<file path="src/rtl/rx_ring_writer.sv">
module rx_ring_writer #(
  parameter int UNIT_CYCLES = 1,
  parameter int POLL_W      = 8,
  parameter int LEN_W       = 13
) (
  input  logic              clk,
  input  logic              rst_n,
  input  logic              start,
  input  logic [31:0]       list_base,
  input  logic [POLL_W-1:0] poll_period,
  input  logic              rx_valid,
  input  logic [7:0]        rx_data,
  input  logic              rx_last,
  input  logic              rx_err,
  output logic              rx_ready,
  output logic              mem_req,
  output logic              mem_we,
  output logic [29:0]       mem_addr,
  output logic [3:0]        mem_be,
  output logic [31:0]       mem_wdata,
  input  logic [31:0]       mem_rdata,
  input  logic              mem_ack
);
  localparam int CW = POLL_W + $clog2(UNIT_CYCLES + 1) + 1;

  typedef enum logic [3:0] {
    S_IDLE, S_STAT, S_BUF, S_SIZE, S_NEXT, S_WAIT, S_RECV, S_DATA, S_DONE
  } st_t;

  st_t              state;
  logic [29:0]      cur, nxt, wptr;
  logic [LEN_W-1:0] size, cnt;
  logic [31:0]      wbuf;
  logic [3:0]       be;
  logic             f_err, f_trunc, f_last;
  logic [CW-1:0]    poll_cnt;
  logic [CW-1:0]    poll_lim;
  logic             room, flush;

  assign poll_lim = CW'(poll_period) * CW'(UNIT_CYCLES);
  assign room     = cnt < size;
  assign flush    = (cnt[1:0] == 2'd3) || rx_last || ((cnt + LEN_W'(1)) == size);

  assign rx_ready = (state == S_RECV);
  assign mem_req  = (state == S_STAT) || (state == S_BUF) || (state == S_SIZE) ||
                    (state == S_NEXT) || (state == S_DATA) || (state == S_DONE);
  assign mem_we   = (state == S_DATA) || (state == S_DONE);
  assign mem_be   = (state == S_DATA) ? be : 4'hF;
  assign mem_wdata = (state == S_DATA) ? wbuf :
                     {14'b0, f_trunc, f_err, 1'b1, {(15-LEN_W){1'b0}}, cnt};

  always_comb begin
    case (state)
      S_STAT, S_DONE: mem_addr = cur + 30'd1;
      S_BUF:          mem_addr = cur + 30'd2;
      S_SIZE:         mem_addr = cur + 30'd3;
      S_DATA:         mem_addr = wptr;
      default:        mem_addr = cur;
    endcase
  end

  always_ff @(posedge clk) begin
    if (!rst_n) begin
      state    <= S_IDLE;
      cur      <= '0;
      nxt      <= '0;
      wptr     <= '0;
      size     <= '0;
      cnt      <= '0;
      wbuf     <= '0;
      be       <= '0;
      f_err    <= 1'b0;
      f_trunc  <= 1'b0;
      f_last   <= 1'b0;
      poll_cnt <= '0;
    end else begin
      case (state)
        S_IDLE: if (start) begin
          cur   <= list_base[31:2];
          state <= S_STAT;
        end
        S_STAT: if (mem_ack) begin
          if (mem_rdata[15]) begin
            poll_cnt <= '0;
            state    <= S_WAIT;
          end else begin
            state <= S_BUF;
          end
        end
        S_WAIT: begin
          if (poll_cnt >= poll_lim) state <= S_STAT;
          else poll_cnt <= poll_cnt + CW'(1);
        end
        S_BUF: if (mem_ack) begin
          wptr  <= mem_rdata[31:2];
          state <= S_SIZE;
        end
        S_SIZE: if (mem_ack) begin
          size  <= mem_rdata[LEN_W-1:0];
          state <= S_NEXT;
        end
        S_NEXT: if (mem_ack) begin
          nxt     <= mem_rdata[31:2];
          cnt     <= '0;
          wbuf    <= '0;
          be      <= '0;
          f_err   <= 1'b0;
          f_trunc <= 1'b0;
          f_last  <= 1'b0;
          state   <= S_RECV;
        end
        S_RECV: if (rx_valid) begin
          f_err  <= f_err | rx_err;
          f_last <= rx_last;
          if (room) begin
            wbuf[{cnt[1:0], 3'b000} +: 8] <= rx_data;
            be[cnt[1:0]] <= 1'b1;
            cnt <= cnt + LEN_W'(1);
            if (flush) state <= S_DATA;
          end else begin
            f_trunc <= 1'b1;
            if (rx_last) state <= (be != 4'b0) ? S_DATA : S_DONE;
          end
        end
        S_DATA: if (mem_ack) begin
          be    <= '0;
          wbuf  <= '0;
          wptr  <= wptr + 30'd1;
          state <= f_last ? S_DONE : S_RECV;
        end
        S_DONE: if (mem_ack) begin
          cur   <= nxt;
          state <= S_STAT;
        end
        default: state <= S_IDLE;
      endcase
    end
  end
endmodule

</file>
<file path="config.mk">
export PLATFORM = sky130hd
export DESIGN_NAME = rx_ring_writer
export DESIGN_NICKNAME = d
export VERILOG_FILES = /design/src/rtl/rx_ring_writer.sv
export SDC_FILE = /design/constraint.sdc
export NUM_CORES = 1
export LEC_CHECK = 0
export ABC_AREA = 0
export BUFFER_PORTS_ARGS = -buffer_cell sky130_fd_sc_hd__buf_2
export CAP_MARGIN = 5
export CORE_AREA = 2 2 134 136
export DETAILED_ROUTE_END_ITERATION = 16
export DIE_AREA = 0 0 136 138
export GPL_TIMING_DRIVEN = 0
export MAX_ROUTING_LAYER = met4
export PLACE_DENSITY = 0.9
export SLEW_MARGIN = 0
export SYNTH_ARGS = -nofsm -noshare
export SYNTH_HDL_FRONTEND = slang
export SYNTH_SLANG_ARGS = --single-unit
</file>
<file path="constraint.sdc">
create_clock -name clk -period 10.37 [get_ports clk]
set_clock_uncertainty 0.2 [all_clocks]
set_input_delay 1.037 -clock clk [delete_from_list [all_inputs] [get_ports clk]]
set_output_delay 1.037 -clock clk [all_outputs]
set_load 0.03 [all_outputs]
</file>
# Yosys cells after proc, flatten, opt, wreduce, memory -nomap -nowiden
# Cells that the tools add are included.
totals:
  regBits: 169
  input_bits: 87
  out_inout_bits: 69
op_classes:
  n_addsub: 7
  n_lt_le_gt_ge: 4
  n_eq_ne: 26
  shifts: 2
  n_mux: 52
  n_bitwise: 2
  n_reduce_logical: 28
ops:
  columns: ["cell", "count"]
  rows:
  - ["2-to-1 mux 32 bit", 4]
  - ["2-to-1 mux 30 bit", 4]
  - ["case mux 30 bit (2 select lines)", 2]
  - ["case mux 30 bit (4 select lines)", 1]
  - ["2-to-1 mux 4 bit", 18]
  - ["case mux 32 bit (2 select lines)", 1]
  - ["adder 30 x 1 -> 30 bit, second input constant", 2]
  - ["adder 30 x 2 -> 30 bit, second input constant", 2]
  - ["2-to-1 mux 13 bit", 3]
  - ["case mux 4 bit (9 select lines)", 1]
  - ["bitwise mux 32 bit", 1]
  - ["variable shift 8 x 7 -> 32 bit, first input constant", 1]
  - ["variable part select 8 x 7 -> 32 bit", 1]
  - ["2-to-1 mux 10 bit", 3]
  - ["case mux 13 bit (2 select lines)", 1]
  - ["!= test 2 bit, second input constant", 12]
  - ["case mux 10 bit (2 select lines)", 1]
  - ["equality test 4 x 3 -> 1 bit, second input constant", 4]
  - ["AND reduction 4 bit", 4]
  - ["adder 13 x 1 -> 13 bit, second input constant", 1]
  - ["equality test 13 bit", 1]
  - ["< comparator 13 bit", 1]
  - ["AND reduction 11 bit", 1]
  - ["adder 10 x 1 -> 10 bit, second input constant", 1]
  - ["other kinds (25)", 50]

# Logic depth before layout (Yosys ltp)
depth:
  depth_word: 8
  ltp_mapped: 14

# Least setup slack after synthesis
# OpenSTA, ideal clock, no wires.
synth_timing:
  path_kind: "register to output"
  from: "register state[1]"
  to: "output port mem_addr[22]"
  t_arrival_ns: 3.039
  setup_slack_ns: 6.094
  path_stages_with_launch: 14
  n_path_buf: 2
  cell_sequence: "dfxtp_1 > buf_2 > and2b_1 > nand2_1 > nor2_1 > clkbuf_1 > inv_1 > fa_1 > or3_1 > o22ai_2 > nand2_2 > or2_4 > a22o_1 > a221o_1"
synth_between:
  elab_chain_len: 3
  elab_cells_between_ends: 7
  classes_between: "eq/ne: 5; mux: 1; reduce/logical: 1"
synth_lines:
  columns: ["item", "line", "rtl"]
  rows:
  - ["from (decl)", "30", "st_t state;"]
  - ["from (signal assigned)", "122", "if (rx_last) state <= (be != 4'b0) ? S_DATA : S_DONE;"]
  - ["from (signal assigned)", "129", "state <= f_last ? S_DONE : S_RECV;"]
  - ["equality test 4 x 1 -> 1 bit or equality test 4 bit (tied branches)", "53", "case (state)"]
  - ["OR reduction 2 bit", "53", null]
  - ["case mux 30 bit (4 select lines) *", "53", null]
  - ["to (decl)", "18", "output logic [29:0] mem_addr,"]
# Every way passes the cells marked *; elsewhere a longest branch is shown, timed or not.

# Worst setup path after layout
layout_timing:
  from: "register state[1]"
  to: "output port mem_addr[20]"
# Same word-level chain as after synthesis.

==> impl_metrics.json <==
{
  "post-synth-top-count-cell": "nand2_1",
  "ant_nets": 0,
  "synth-xor-area-share": 0.02620,
  "synth_commonest_cells": "218 x nand2_1, 169 x dfxtp_1, 91 x nor2_1",
  "synth_top_family_by_area": "simple AND/OR/NAND/NOR gates",
  "tightestPinTransition_ns": 1.392,
  "worst_slack_ns": 4.993,
  "io_pins": 156,
  "path_depth": 14,
  "synth_edf_count": 0,
  "nFillCells": 1406,
  "cts_resized": 0,
  "cts-root-buf": "clkbuf_16",
  "power_density_mw_per_mm2": 183.6,
  "grt_pass1_vias": 10690,
  "synth-seq-cells": 169,
  "rr_startpoint": "cnt[0]",
  "yosysTopAreaCellShare": 0.3163,
  "grt_max_degree": 19,
  "crit_chain": "buf_2 -> and2b_1 -> nand2_1 -> nor2_1 -> clkbuf_1 -> inv_1 -> fa_1 -> nor3_1 -> nand4_1 -> xnor2_1 -> a221o_1 -> o21ai_0 -> a21oi_1 -> buf_2",
  "floorplan.initialDensity": 0.6101,
  "vias": 11420,
  "finalCriticalPeriod_ns": 5.377,
  "startpoint": "state[1]",
  "die_w_um": 136,
  "cts_tree": "done",
  "maxSlewHeadroom": 0.06466,
  "synthSimpleGateAreaFrac": 0.2725,
  "synth_top_area_cell": "dfxtp_1",
  "antenna_found_initial": 0,
  "multi_input_area_sq_mm": 0.006648,
  "drv_cap": 0,
  "fin_crit_sh": 0.5186,
  "dieArea_sq_mm": 0.01877,
  "fmax_ghz": 0.1860,
  "crit_end": "mem_addr[20]",
  "syn-instance-count": 1371,
  "via_per_inst": 6.397,
  "cp_common_cell": "buf_2",
  "cts_num_sinks": 169,
  "regArea_sq_mm": 0.003383,
  "htree_levels": 4,
  "reg2reg_to": "cnt[11]",
  "cts_buffer_depth": 2,
  "hp-class": "reg -> reg",
  "leakage_nw": 5.171,
  "worst_ep_arrival_time_ns": 4.14,
  "syn_nets": 1489,
  "setup-violations-final": 0,
  "drive_gt1_frac": 0.1671,
  "fp-row-count": 49,
  "diodes": 0,
  "crit_slowest_cell": "fa_1",
  "clock_latency_ns": 0.45,
  "die_y_um": 138,
  "syn_area_sq_mm": 0.01070,
  "finalMaxSlewViolations": 0,
  "cts_setup_buffers": 0,
  "grt_pass1_wl_um": 56280,
  "grtUsageTotal": 0.3917,
  "rsz0062_at_grt": "no",
  "critPathLaunchType": "register",
  "core_sq_mm": 0.01753,
  "final_hold_viol_count": 0,
  "hpwl_um": 27200,
  "synth.distinct_cells": 88,
  "ir_drop_v": 0.0001497,
  "firstDrtPassIters": 6,
  "cts.clk_slew.worst_paths_ns": 0.07,
  "drt-wirelength-per-cell_um": 20.31,
  "avgSynthCellArea_sq_um": 7.803,
  "overflow": 0,
  "gp_congestion": 0.9765,
  "ys.flop_type": "dfxtp_1",
  "synth_area_leaders": "dfxtp_1 32%, nand2_1 7.6%, a21boi_0 4.1%",
  "reg2reg_slack_ns": 7.21,
  "yosys_warnings": 0,
  "synth.area.mux_share": 0.03848,
  "drt_iter0_drc": 1657,
  "syn_to_final_growth_pct": 15.53,
  "fin_tns_setup_ns": 0,
  "cp_max_fo": 10,
  "cp-end-kind": "output pin",
  "status": "complete, no violations",
  "fin_util": 0.7049,
  "ys_seq_area_frac": 0.3163,
  "cts_buffers": 17,
  "ff2ff_path_depth": 11,
  "postCtsHoldBufs": 0,
  "crit_type": "reg -> out",
  "slowest_delay_ns": 0.45,
  "crit_buf_inv": 4,
  "pre_cts_ws_ns": 5.618,
  "critPathTopFamily": "simple AND/OR/NAND/NOR gates",
  "async_flop_share": 0,
  "fin_nets": 1661,
  "drc": 0,
  "synth_compound_area_frac": 0.2473,
  "required_ns": 9.13,
  "synth-adder-area-share": 0.03696,
  "drt-total-wl_um": 36260,
  "numPortBuffers": 153
}
==> worst min-delay path: cells and delay by family, from the launching register on <==
family | cells | cell delay, ns
flops | 1 | 0.31
simple gates | 1 | 0.04
compound gates | 1 | 0.06
==> metrics by stage <==
stage               area, sq um  cells  hold WS [ns]  power [mW]
global placement          11750   1753        0.2464       1.574
finish                    12360   1785        0.2651       2.269
global route              12360   1785        0.2893       2.355
detailed placement        11750   1753        0.2566       1.590
CTS                       12360   1785        0.2672       2.244
floorplan                 10700   1371        0.2349       1.340
==> registers in the layout (all words and copies together), names as in the netlist <==
| name | count |
|---|---|
| size | 13 |
| be | 4 |
| state | 4 |
| nxt | 30 |
| cnt | 13 |
| wptr | 30 |
| f_trunc | 1 |
| cur | 30 |
| poll_cnt | 10 |
| wbuf | 32 |
| f_err | 1 |
| f_last | 1 |
==> metal layers <==
layer	share of wire	GRT usage	vias up
met3	0.092	0.06197	154
met5	0	-	-
met2	0.47	0.6141	679
met4	0.057	0.2083	0
li1	-	-	5271
met1	0.38	0.4823	5315
==> layout make-up <==
| class | instances | area share |
|---|---|---|
| Inverter | 48 | 0.01458 |
| Buffer | 98 | 0.03938 |
| Clock inverter | 14 | 0.01377 |
| Multi-Input combinational cell | 1056 | 0.5379 |
| Tap cell | 229 | 0.02318 |
| Clock buffer | 18 | 0.03553 |
| Timing Repair Buffer | 153 | 0.06196 |
| Sequential cell | 169 | 0.2737 |
==> power breakdown <==
group | switching [mW] | total, mW | internal [mW]
Clock | 0.314 | 0.667 | 0.353
Combinational | 0.526 | 0.793 | 0.267
Sequential | 0.0893 | 0.808 | 0.719
==> cell usage in the layout, fill, tap and decap left out, types with 6 or more instances in the layout <==
cell,Yosys,routed
a21boi_0,59,59
a21o_1,9,9
a21oi_1,68,68
a221o_1,10,10
a22o_1,19,19
a22oi_1,11,11
a31oi_1,10,10
and2_1,27,27
and3_1,27,27
and4_1,11,11
buf_2,21,174
clkbuf_1,60,60
clkbuf_16,0,17
clkbuf_8,5,6
dfxtp_1,169,169
ha_1,30,30
inv_1,48,48
mux2i_1,40,40
nand2_1,218,218
nand2b_1,11,11
nand3_1,58,58
nand4_1,21,21
nor2_1,91,91
nor2b_1,13,13
nor3_1,37,37
nor3b_1,13,13
nor4_1,6,6
o2111ai_1,7,7
o211a_1,32,32
o211ai_1,13,13
o21a_1,10,10
o21ai_0,67,67
o221a_2,8,8
o22ai_1,8,8
or3_1,13,13
xnor2_1,18,18
xor2_1,14,14
==> worst min-delay path by stage <==
stage / from / endpoint / slack (ns) / cells past startpoint
final: nxt[10] / nxt[10] / 0.27 / 2
after CTS: nxt[10] / nxt[10] / 0.27 / 2
after floorplan: wbuf[15] / wbuf[15] / 0.23 / 2
after global routing: wbuf[31] / wbuf[31] / 0.29 / 2
after global placement: wbuf[24] / wbuf[24] / 0.25 / 2
after detailed placement: f_trunc / f_trunc / 0.26 / 2
==> kinds of logic (layout without fill, tap and decap cells) <==
logic type      after synthesis  in the layout
compound gates              371            371
flops                       169            169
xor+xnor                     32             32
buf+inv                     146            331
simple gates                581            581
fa+ha+maj                    31             31
mux                          41             41
No activity file was read; power rests on OpenSTA's default activity.
